## config.mk

```make
export PLATFORM = sky130hd
export DESIGN_NAME = dmaReqArbiter
export DESIGN_NICKNAME = d
export VERILOG_FILES = /design/src/rtl/dmaArbPkg.sv /design/src/rtl/dmaArbCtrl.sv /design/src/rtl/dmaArbDatapath.sv /design/src/rtl/dmaReqArbiter.sv
export SDC_FILE = /design/constraint.sdc
export NUM_CORES = 1
export LEC_CHECK = 0
export BUFFER_PORTS_ARGS = -buffer_cell sky130_fd_sc_hd__buf_2
export CAP_MARGIN = 20
export CORE_MARGIN = 2
export CORE_UTILIZATION = 59
export CTS_CLUSTER_SIZE = 30
export DETAILED_ROUTE_END_ITERATION = 7
export PLACE_DENSITY = 0.82
export SLEW_MARGIN = 10
export SYNTH_ARGS = -nofsm -noshare
export SYNTH_HDL_FRONTEND = slang
export SYNTH_SLANG_ARGS = --single-unit
```

## constraint.sdc

```tcl
create_clock -name clk -period 14.6 [get_ports clk]
set_clock_uncertainty 0.2 [all_clocks]
set_input_delay 2.19 -clock clk [delete_from_list [all_inputs] [get_ports clk]]
set_output_delay 2.19 -clock clk [all_outputs]
set_load 0.005 [all_outputs]
```

## src/rtl/dmaArbPkg.sv

```systemverilog
package dmaArbPkg;
  localparam int unsigned DEF_FIFO_CNT = 8;
  localparam int unsigned DEF_PRIO_W   = 4;

  // Strobes from control to datapath for one arbitration slot
  typedef struct packed {
    logic arbLoad;   // at least one enabled request: latch a new winner
    logic idleHold;  // nothing to grant: drop valid, keep index
    logic prioSel;   // search base comes from the level pointer bank
  } arbStrobe_t;
endpackage

```

## src/rtl/dmaArbCtrl.sv

```systemverilog
module dmaArbCtrl
  import dmaArbPkg::*;
#(
  parameter int unsigned NUM_CHAN = 16,
  parameter int unsigned PRIO_W   = DEF_PRIO_W
) (
  input  logic [NUM_CHAN-1:0]        effReq,
  input  logic [NUM_CHAN*PRIO_W-1:0] chanPrio,
  input  logic                       rrMode,
  output arbStrobe_t                 strobe,
  output logic [NUM_CHAN-1:0]        candMask,
  output logic [PRIO_W-1:0]          topLevel
);

  // Highest level present among enabled requesters
  always_comb begin
    topLevel = '0;
    for (int c = 0; c < NUM_CHAN; c++) begin
      if (effReq[c] && (chanPrio[c*PRIO_W +: PRIO_W] > topLevel)) begin
        topLevel = chanPrio[c*PRIO_W +: PRIO_W];
      end
    end
  end

  // Candidates: all requesters in round-robin, top-level ones otherwise
  always_comb begin
    for (int c = 0; c < NUM_CHAN; c++) begin
      candMask[c] = effReq[c] &&
                    (rrMode || (chanPrio[c*PRIO_W +: PRIO_W] == topLevel));
    end
  end

  always_comb begin
    strobe.arbLoad  = |effReq;
    strobe.idleHold = ~(|effReq);
    strobe.prioSel  = ~rrMode;
  end

endmodule

```

## src/rtl/dmaArbDatapath.sv

```systemverilog
module dmaArbDatapath
  import dmaArbPkg::*;
#(
  parameter int unsigned NUM_CHAN = 16,
  parameter int unsigned PRIO_W   = DEF_PRIO_W,
  localparam int unsigned CHAN_W  = $clog2(NUM_CHAN),
  localparam int unsigned LEVELS  = 1 << PRIO_W
) (
  input  logic                clk,
  input  logic                rstN,
  input  arbStrobe_t          strobe,
  input  logic [NUM_CHAN-1:0] candMask,
  input  logic [PRIO_W-1:0]   topLevel,
  output logic [CHAN_W-1:0]   grantIdx,
  output logic                grantValid
);

  logic [CHAN_W-1:0] levelPtrQ [LEVELS];
  logic [CHAN_W-1:0] grantIdxQ;
  logic              grantValidQ;
  logic [CHAN_W-1:0] searchBase;
  logic [CHAN_W-1:0] pick;
  logic              pickFound;

  assign searchBase = strobe.prioSel ? levelPtrQ[topLevel] : grantIdxQ;

  // Rotating first-one search starting one past the base
  always_comb begin
    pick      = '0;
    pickFound = 1'b0;
    for (int i = 1; i <= NUM_CHAN; i++) begin
      if (!pickFound &&
          candMask[CHAN_W'((int'(searchBase) + i) % NUM_CHAN)]) begin
        pick      = CHAN_W'((int'(searchBase) + i) % NUM_CHAN);
        pickFound = 1'b1;
      end
    end
  end

  // One tie-break pointer per priority level
  for (genvar l = 0; l < LEVELS; l++) begin : gLevelPtr
    always_ff @(posedge clk or negedge rstN) begin
      if (!rstN) begin
        levelPtrQ[l] <= CHAN_W'(NUM_CHAN - 1);
      end else if (strobe.arbLoad && strobe.prioSel &&
                   (topLevel == PRIO_W'(l))) begin
        levelPtrQ[l] <= pick;
      end
    end
  end

  always_ff @(posedge clk or negedge rstN) begin
    if (!rstN) begin
      grantIdxQ   <= '0;
      grantValidQ <= 1'b0;
    end else if (strobe.idleHold) begin
      grantValidQ <= 1'b0;
    end else if (strobe.arbLoad) begin
      grantIdxQ   <= pick;
      grantValidQ <= 1'b1;
    end
  end

  assign grantIdx   = grantIdxQ;
  assign grantValid = grantValidQ;

  AST_PICK_ON_REQUEST: assert property (@(posedge clk) disable iff (!rstN)
    strobe.arbLoad |-> pickFound);

  AST_IDLE_HOLDS_INDEX: assert property (@(posedge clk) disable iff (!rstN)
    strobe.idleHold |=> (!grantValidQ && $stable(grantIdxQ)));

  AST_RR_MOVES_ON: assert property (@(posedge clk) disable iff (!rstN)
    (strobe.arbLoad && !strobe.prioSel && ($countones(candMask) > 1))
      |=> (grantIdxQ != $past(grantIdxQ)));

endmodule

```

## src/rtl/dmaReqArbiter.sv

```systemverilog
module dmaReqArbiter
  import dmaArbPkg::*;
#(
  parameter int unsigned FIFO_CNT = DEF_FIFO_CNT,
  parameter int unsigned PRIO_W   = DEF_PRIO_W,
  localparam int unsigned NUM_CHAN = 2 * FIFO_CNT,
  localparam int unsigned CHAN_W   = $clog2(NUM_CHAN)
) (
  input  logic                       clk,
  input  logic                       rstN,
  input  logic [FIFO_CNT-1:0]        wmReq,
  input  logic [FIFO_CNT-1:0]        hungryReq,
  input  logic [NUM_CHAN-1:0]        chanEn,
  input  logic [NUM_CHAN*PRIO_W-1:0] chanPrio,
  input  logic                       rrMode,
  output logic [CHAN_W-1:0]          grantIdx,
  output logic                       grantValid
);

  logic [NUM_CHAN-1:0] rawReq;
  logic [NUM_CHAN-1:0] effReq;
  logic [NUM_CHAN-1:0] candMask;
  logic [PRIO_W-1:0]   topLevel;
  arbStrobe_t          strobe;

  // Even channel: drain request, odd channel: fill request
  for (genvar f = 0; f < FIFO_CNT; f++) begin : gReqMap
    assign rawReq[2*f]   = wmReq[f];
    assign rawReq[2*f+1] = hungryReq[f];
  end

  assign effReq = rawReq & chanEn;

  dmaArbCtrl #(.NUM_CHAN(NUM_CHAN), .PRIO_W(PRIO_W)) u_ctrl (
    .effReq   (effReq),
    .chanPrio (chanPrio),
    .rrMode   (rrMode),
    .strobe   (strobe),
    .candMask (candMask),
    .topLevel (topLevel)
  );

  dmaArbDatapath #(.NUM_CHAN(NUM_CHAN), .PRIO_W(PRIO_W)) u_dp (
    .clk        (clk),
    .rstN       (rstN),
    .strobe     (strobe),
    .candMask   (candMask),
    .topLevel   (topLevel),
    .grantIdx   (grantIdx),
    .grantValid (grantValid)
  );

  // Assertion support: one sampled cycle since reset release
  logic armedQ;
  always_ff @(posedge clk or negedge rstN) begin
    if (!rstN) armedQ <= 1'b0;
    else       armedQ <= 1'b1;
  end

  function automatic logic noneHigher(input logic [NUM_CHAN-1:0] r,
                                      input logic [NUM_CHAN*PRIO_W-1:0] p,
                                      input logic [CHAN_W-1:0] g);
    logic ok;
    ok = 1'b1;
    for (int c = 0; c < NUM_CHAN; c++) begin
      if (r[c] && (p[c*PRIO_W +: PRIO_W] > p[int'(g)*PRIO_W +: PRIO_W])) ok = 1'b0;
    end
    return ok;
  endfunction

  AST_VALID_TRACKS_REQ: assert property (@(posedge clk) disable iff (!rstN)
    armedQ |-> (grantValid == $past(|effReq)));

  AST_GRANT_ENABLED: assert property (@(posedge clk) disable iff (!rstN)
    (armedQ && grantValid)
      |-> (|(($past(effReq) >> grantIdx) & NUM_CHAN'(1))));

  AST_TOP_LEVEL_WINS: assert property (@(posedge clk) disable iff (!rstN)
    (armedQ && grantValid && $past(!rrMode))
      |-> noneHigher($past(effReq), $past(chanPrio), grantIdx));

endmodule

```

==> results of run 1 <==
per-layer routing:
layer / overflow / global-route usage [%]
met1: 15 / 88.2
met2: 182 / 102
met3: 12 / 77.4
met4: 152 / 95.9
met5: 3 / 36.4
repair_timing:
item,in CTS
pin swaps,49
endpoints found under the setup margin,68
buffers inserted,34
resized for setup,78
cell families after synthesis:
family | count (synthesis) | synth area share [%]
AOI/OAI and AO/OA | 594 | 37.6
xor gates and xnor gates | 70 | 5.24
adders and majority gates | 42 | 4.40
buffers and inverters | 171 | 7.64
DFF | 69 | 15.3
muxes | 68 | 7.13
and+or+nand+nor | 527 | 22.7
per-stage QoR:
stage,worst slack (ns),hold slack [ns]
after floorplan,-12.02,0.243
after global placement,-11.94,0.250
after detailed placement,-12.92,0.255
after CTS,-11.77,0.269
==> flow_metrics.env, run 1 <==
export IMPL_status="did not finish"
export IMPL_stop_stage="global routing"
export IMPL_error="[ERROR GRT-0232] Routing congestion too high. Check the congestion heatmap in the GUI."
export IMPL_grt_start_max_net_pins=70
export IMPL_yosysWarnings=0
export IMPL_overflow=364
export IMPL_ys_seq_area_share_pct=15.3
export IMPL_synth_area_leaders="dfstp_2 (14%), nand2_1 (5.2%), ha_1 (4.1%), a21oi_1 (3.9%), o21ai_0 (3.6%)"
export IMPL_ctsHoldBuffers=0
export IMPL_yosys_cell_count_top_type="nand2_1"
export IMPL_netlist_area_leader_share_pct=14.2
export IMPL_yosys_area_top_type="dfstp_2"
export IMPL_synth_edf_count=0
export IMPL_start_util_pct=60.4
export IMPL_worst_endpoint="u_dp.levelPtrQ[25]$_DFFE_PN1P_/D"
export IMPL_synth_distinct_cells=150
export IMPL_synth_area_um2=11800
export IMPL_grt_usage_pct=89.3
export IMPL_avgSynthCellArea_um2=7.68
export IMPL_postSynthCellCount=1541
export IMPL_synth_seq_cells=69
export IMPL_synth_commonest_cells="nand2_1 (165), nor2_1 (97), a21oi_1 (93)"
export IMPL_htree_levels=3
export IMPL_cts_buffers=9
export IMPL_placed_area_um2=16700
export IMPL_worstEndpointType="sequential cell input"
export IMPL_async_flop_share_pct=100
export IMPL_gp_routability_congestion=1.04
export IMPL_cts_sinks=69
export IMPL_clockBufferDepth=2
export IMPL_fp_row_count=51
export IMPL_die_y_um=146
export IMPL_dp_final_hpwl_um=38600
export IMPL_die_w_um=146
export IMPL_synthFlopType="dfstp_2"
export IMPL_post_place_cells=2329
export IMPL_io_pins=104
export IMPL_clock_root_buffer="clkbuf_16"
export IMPL_io_buffers=103
export IMPL_synth_nets=1679
==> run 2: changes to the inputs <==
- CORE_UTILIZATION: 59 -> 40
- CTS_CLUSTER_SIZE: 30 -> unset
- PLACE_DENSITY: 0.82 -> unset
- PLACE_DENSITY_LB_ADDON: unset -> 0.15
==> run 2 against run 1 <==
Effect of this change: the flow now finishes, with violations (setup timing); synthesized area unchanged; synthesized cell count is the same.
==> flow_metrics.env, run 2 <==
export IMPL_final_hold_viol_count=0
export IMPL_die_y_um=176
export IMPL_synth_area_leaders="dfstp_2 (14%), nand2_1 (5.2%), ha_1 (4.1%), a21oi_1 (3.9%), o21ai_0 (3.6%)"
export IMPL_worst_slew_pin_slew_ns=0.906
export IMPL_cts_buffers=9
export IMPL_drc=0
export IMPL_diodes=0
export IMPL_drive_gt1_share_pct=53.8
export IMPL_overflow=0
export IMPL_setup_violations=68
export IMPL_async_flop_share_pct=100
export IMPL_crit_path_frequent_cell="ha_4"
export IMPL_io_pins=104
export IMPL_slew_violations=0
export IMPL_synth_seq_cells=69
export IMPL_synth_edf_count=0
export IMPL_grt_start_max_net_pins=70
export IMPL_postSynthCellCount=1541
export IMPL_io_buffers=103
export IMPL_layout_nets=2346
export IMPL_synth_area_um2=11800
export IMPL_period_minus_slack_ns=26.40
export IMPL_worstSkewPairLatency_ns=0.33
export IMPL_gp_routability_congestion=0.981
export IMPL_fp_row_count=62
export IMPL_synth_nets=1679
export IMPL_core_area_um2=28900
export IMPL_area_growth_syn_to_layout_pct=64.9
export IMPL_top_register="u_dp.levelPtrQ"
export IMPL_yosysWarnings=0
export IMPL_synthFlopType="dfstp_2"
export IMPL_yosys_cell_count_top_type="nand2_1"
export IMPL_synth_commonest_cells="nand2_1 (165), nor2_1 (97), a21oi_1 (93)"
export IMPL_wl_um=52500
export IMPL_cts_sinks=69
export IMPL_routedWlPerCell_um=20.2
export IMPL_clock_root_buffer="clkbuf_16"
export IMPL_clkTransAtPathRegs_ns=0.05
export IMPL_met3_length_um=3850
export IMPL_final_cell_mix="buf_4 (580), nand2_1 (150), buf_2 (100), nor2_1 (83), a21oi_1 (73)"
export IMPL_r2r_setup_slack_ns=9.21
export IMPL_max_cap_viol_count=0
export IMPL_crit_arrival_ns=26.44
export IMPL_timing_rr_start="u_dp.grantIdx[0]"
export IMPL_synth_distinct_cells=150
export IMPL_dp_final_hpwl_um=38900
export IMPL_worstSetupPathType="input pin to register"
export IMPL_r2r_cells=17
export IMPL_htree_levels=3
export IMPL_vias_per_cell=6.07
export IMPL_ys_seq_area_share_pct=15.3
export IMPL_period_share_pct=181
export IMPL_cp_end_kind="register"
export IMPL_slowest_delay_ns=0.47
export IMPL_netlist_area_leader_share_pct=14.2
export IMPL_mostFrequentLayoutCell="buf_4"
export IMPL_holdCritPathClass="register to register"
export IMPL_vias=15700
export IMPL_yosys_area_top_type="dfstp_2"
export IMPL_instances_no_fill=2596
export IMPL_clockBufferDepth=2
export IMPL_cp_start_kind="input pin"
export IMPL_hold_path_depth=2
export IMPL_grt_pass1_wl_um=80600
export IMPL_wl_met2_um=25200
export IMPL_die_w_um=176
export IMPL_hold_end="u_dp.levelPtrQ[40]"
export IMPL_antenna_found_initial=0
export IMPL_ant_nets=0
export IMPL_slew_limit_headroom_pct=39.1
export IMPL_fill_cells=2353
export IMPL_crit_fanout=9
export IMPL_wl_met1_um=21700
export IMPL_largest_reg_flops=64
export IMPL_drt_iter0_drc=1426
export IMPL_post_place_cells=2458
export IMPL_status="finished, violations left"
export IMPL_avgSynthCellArea_um2=7.68
export IMPL_violations="setup timing"
export IMPL_critPathRequiredTime_ns=14.64
export IMPL_start_util_pct=40.9
export IMPL_dr_pass1_iters=5
export IMPL_setup_ws_ns=-11.80
export IMPL_first_global_vias=15500
export IMPL_rsz0062_at_grt="yes"
export IMPL_hp_start="u_dp.levelPtrQ[40]"
export IMPL_cp_slowest_cell="or4b_4"
export IMPL_grt_usage_pct=32.3
export IMPL_dr_max_layer_used="met4"
export IMPL_dieArea_um2=31000
export IMPL_reg2reg_to="u_dp.levelPtrQ[24]"
export IMPL_tritoncts="built"
export IMPL_max_freq_mhz=37.9
## run 2: cell counts after synthesis
No cell type changed its count.
## run 2: final cells by class
cell class	count	area [µm²]	share of cell area (%)
clock buffers	13	250	1.28
inverters	93	369	1.89
repair buffers	733	5620	28.8
well taps	384	480	2.46
multi-input cells	1302	11000	56.1
flip-flops and latches	69	1810	9.26
clock inverters	2	35.0	0.180
## run 2: logic make-up after synthesis
kind of cell    Yosys count  share of synthesized area [%]
compound gates          594                           37.6
xor+xnor                 70                           5.24
fa+ha+maj                42                           4.40
buf+inv                 171                           7.64
flops                    69                           15.3
mux                      68                           7.13
simple gates            527                           22.7
## run 2: what timing repair did
action / CTS / global route
buffers inserted: 95 / 30
gates resized for setup: 211 / 102
pin swaps: 110 / 73
hold buffers: 0 / 0
endpoints found under the setup margin: 68 / 68
gates cloned: 4 / 2
## run 2: worst max-delay path by stage
| stage | start | end | slack (ns) |
|---|---|---|---|
| floorplan | chanPrio[1] | u_dp.levelPtrQ[18] | -12.02 |
| global placement | wmReq[0] | u_dp.grantIdx[1] | -12.54 |
| detailed placement | wmReq[0] | u_dp.grantIdx[1] | -13.15 |
| CTS | wmReq[0] | u_dp.levelPtrQ[43] | -11.45 |
| global route | chanPrio[1] | u_dp.levelPtrQ[25] | -12.75 |
| finish | chanPrio[1] | u_dp.levelPtrQ[18] | -11.80 |
## run 2: critical path: cells and delay by family
family	cells	cell delay, ns
simple gates	36	5.45
compound gates	49	9.41
buf+inv	24	2.49
mux	11	2.96
fa+ha+maj	16	3.89
## run 2: metrics by stage
stage / worst slack (ns) / util [%] / hold WS (ns) / area [µm²] / TNS (ns)
detailed placement: -13.15 / 58.5 / 0.254 / 16900 / -881.00
global route: -12.75 / 67.4 / 0.271 / 19500 / -863.52
global placement: -12.54 / 58.5 / 0.250 / 16900 / -839.43
CTS: -11.45 / 65.2 / 0.263 / 18900 / -774.23
floorplan: -12.02 / - / 0.243 / 12600 / -807.86
finish: -11.80 / 67.4 / 0.265 / 19500 / -798.14
## run 2: metal layers
layer / vias up / track usage, %
met2: 714 / 55.7
met4: 0 / 11.1
met1: 7592 / 41.0
li1: 7274 / -
met3: 165 / 5.28
met5: - / 0
Power of run 2 is not shown: default switching activity piles up to over one toggle a cycle in this logic, so the estimate is an artifact.
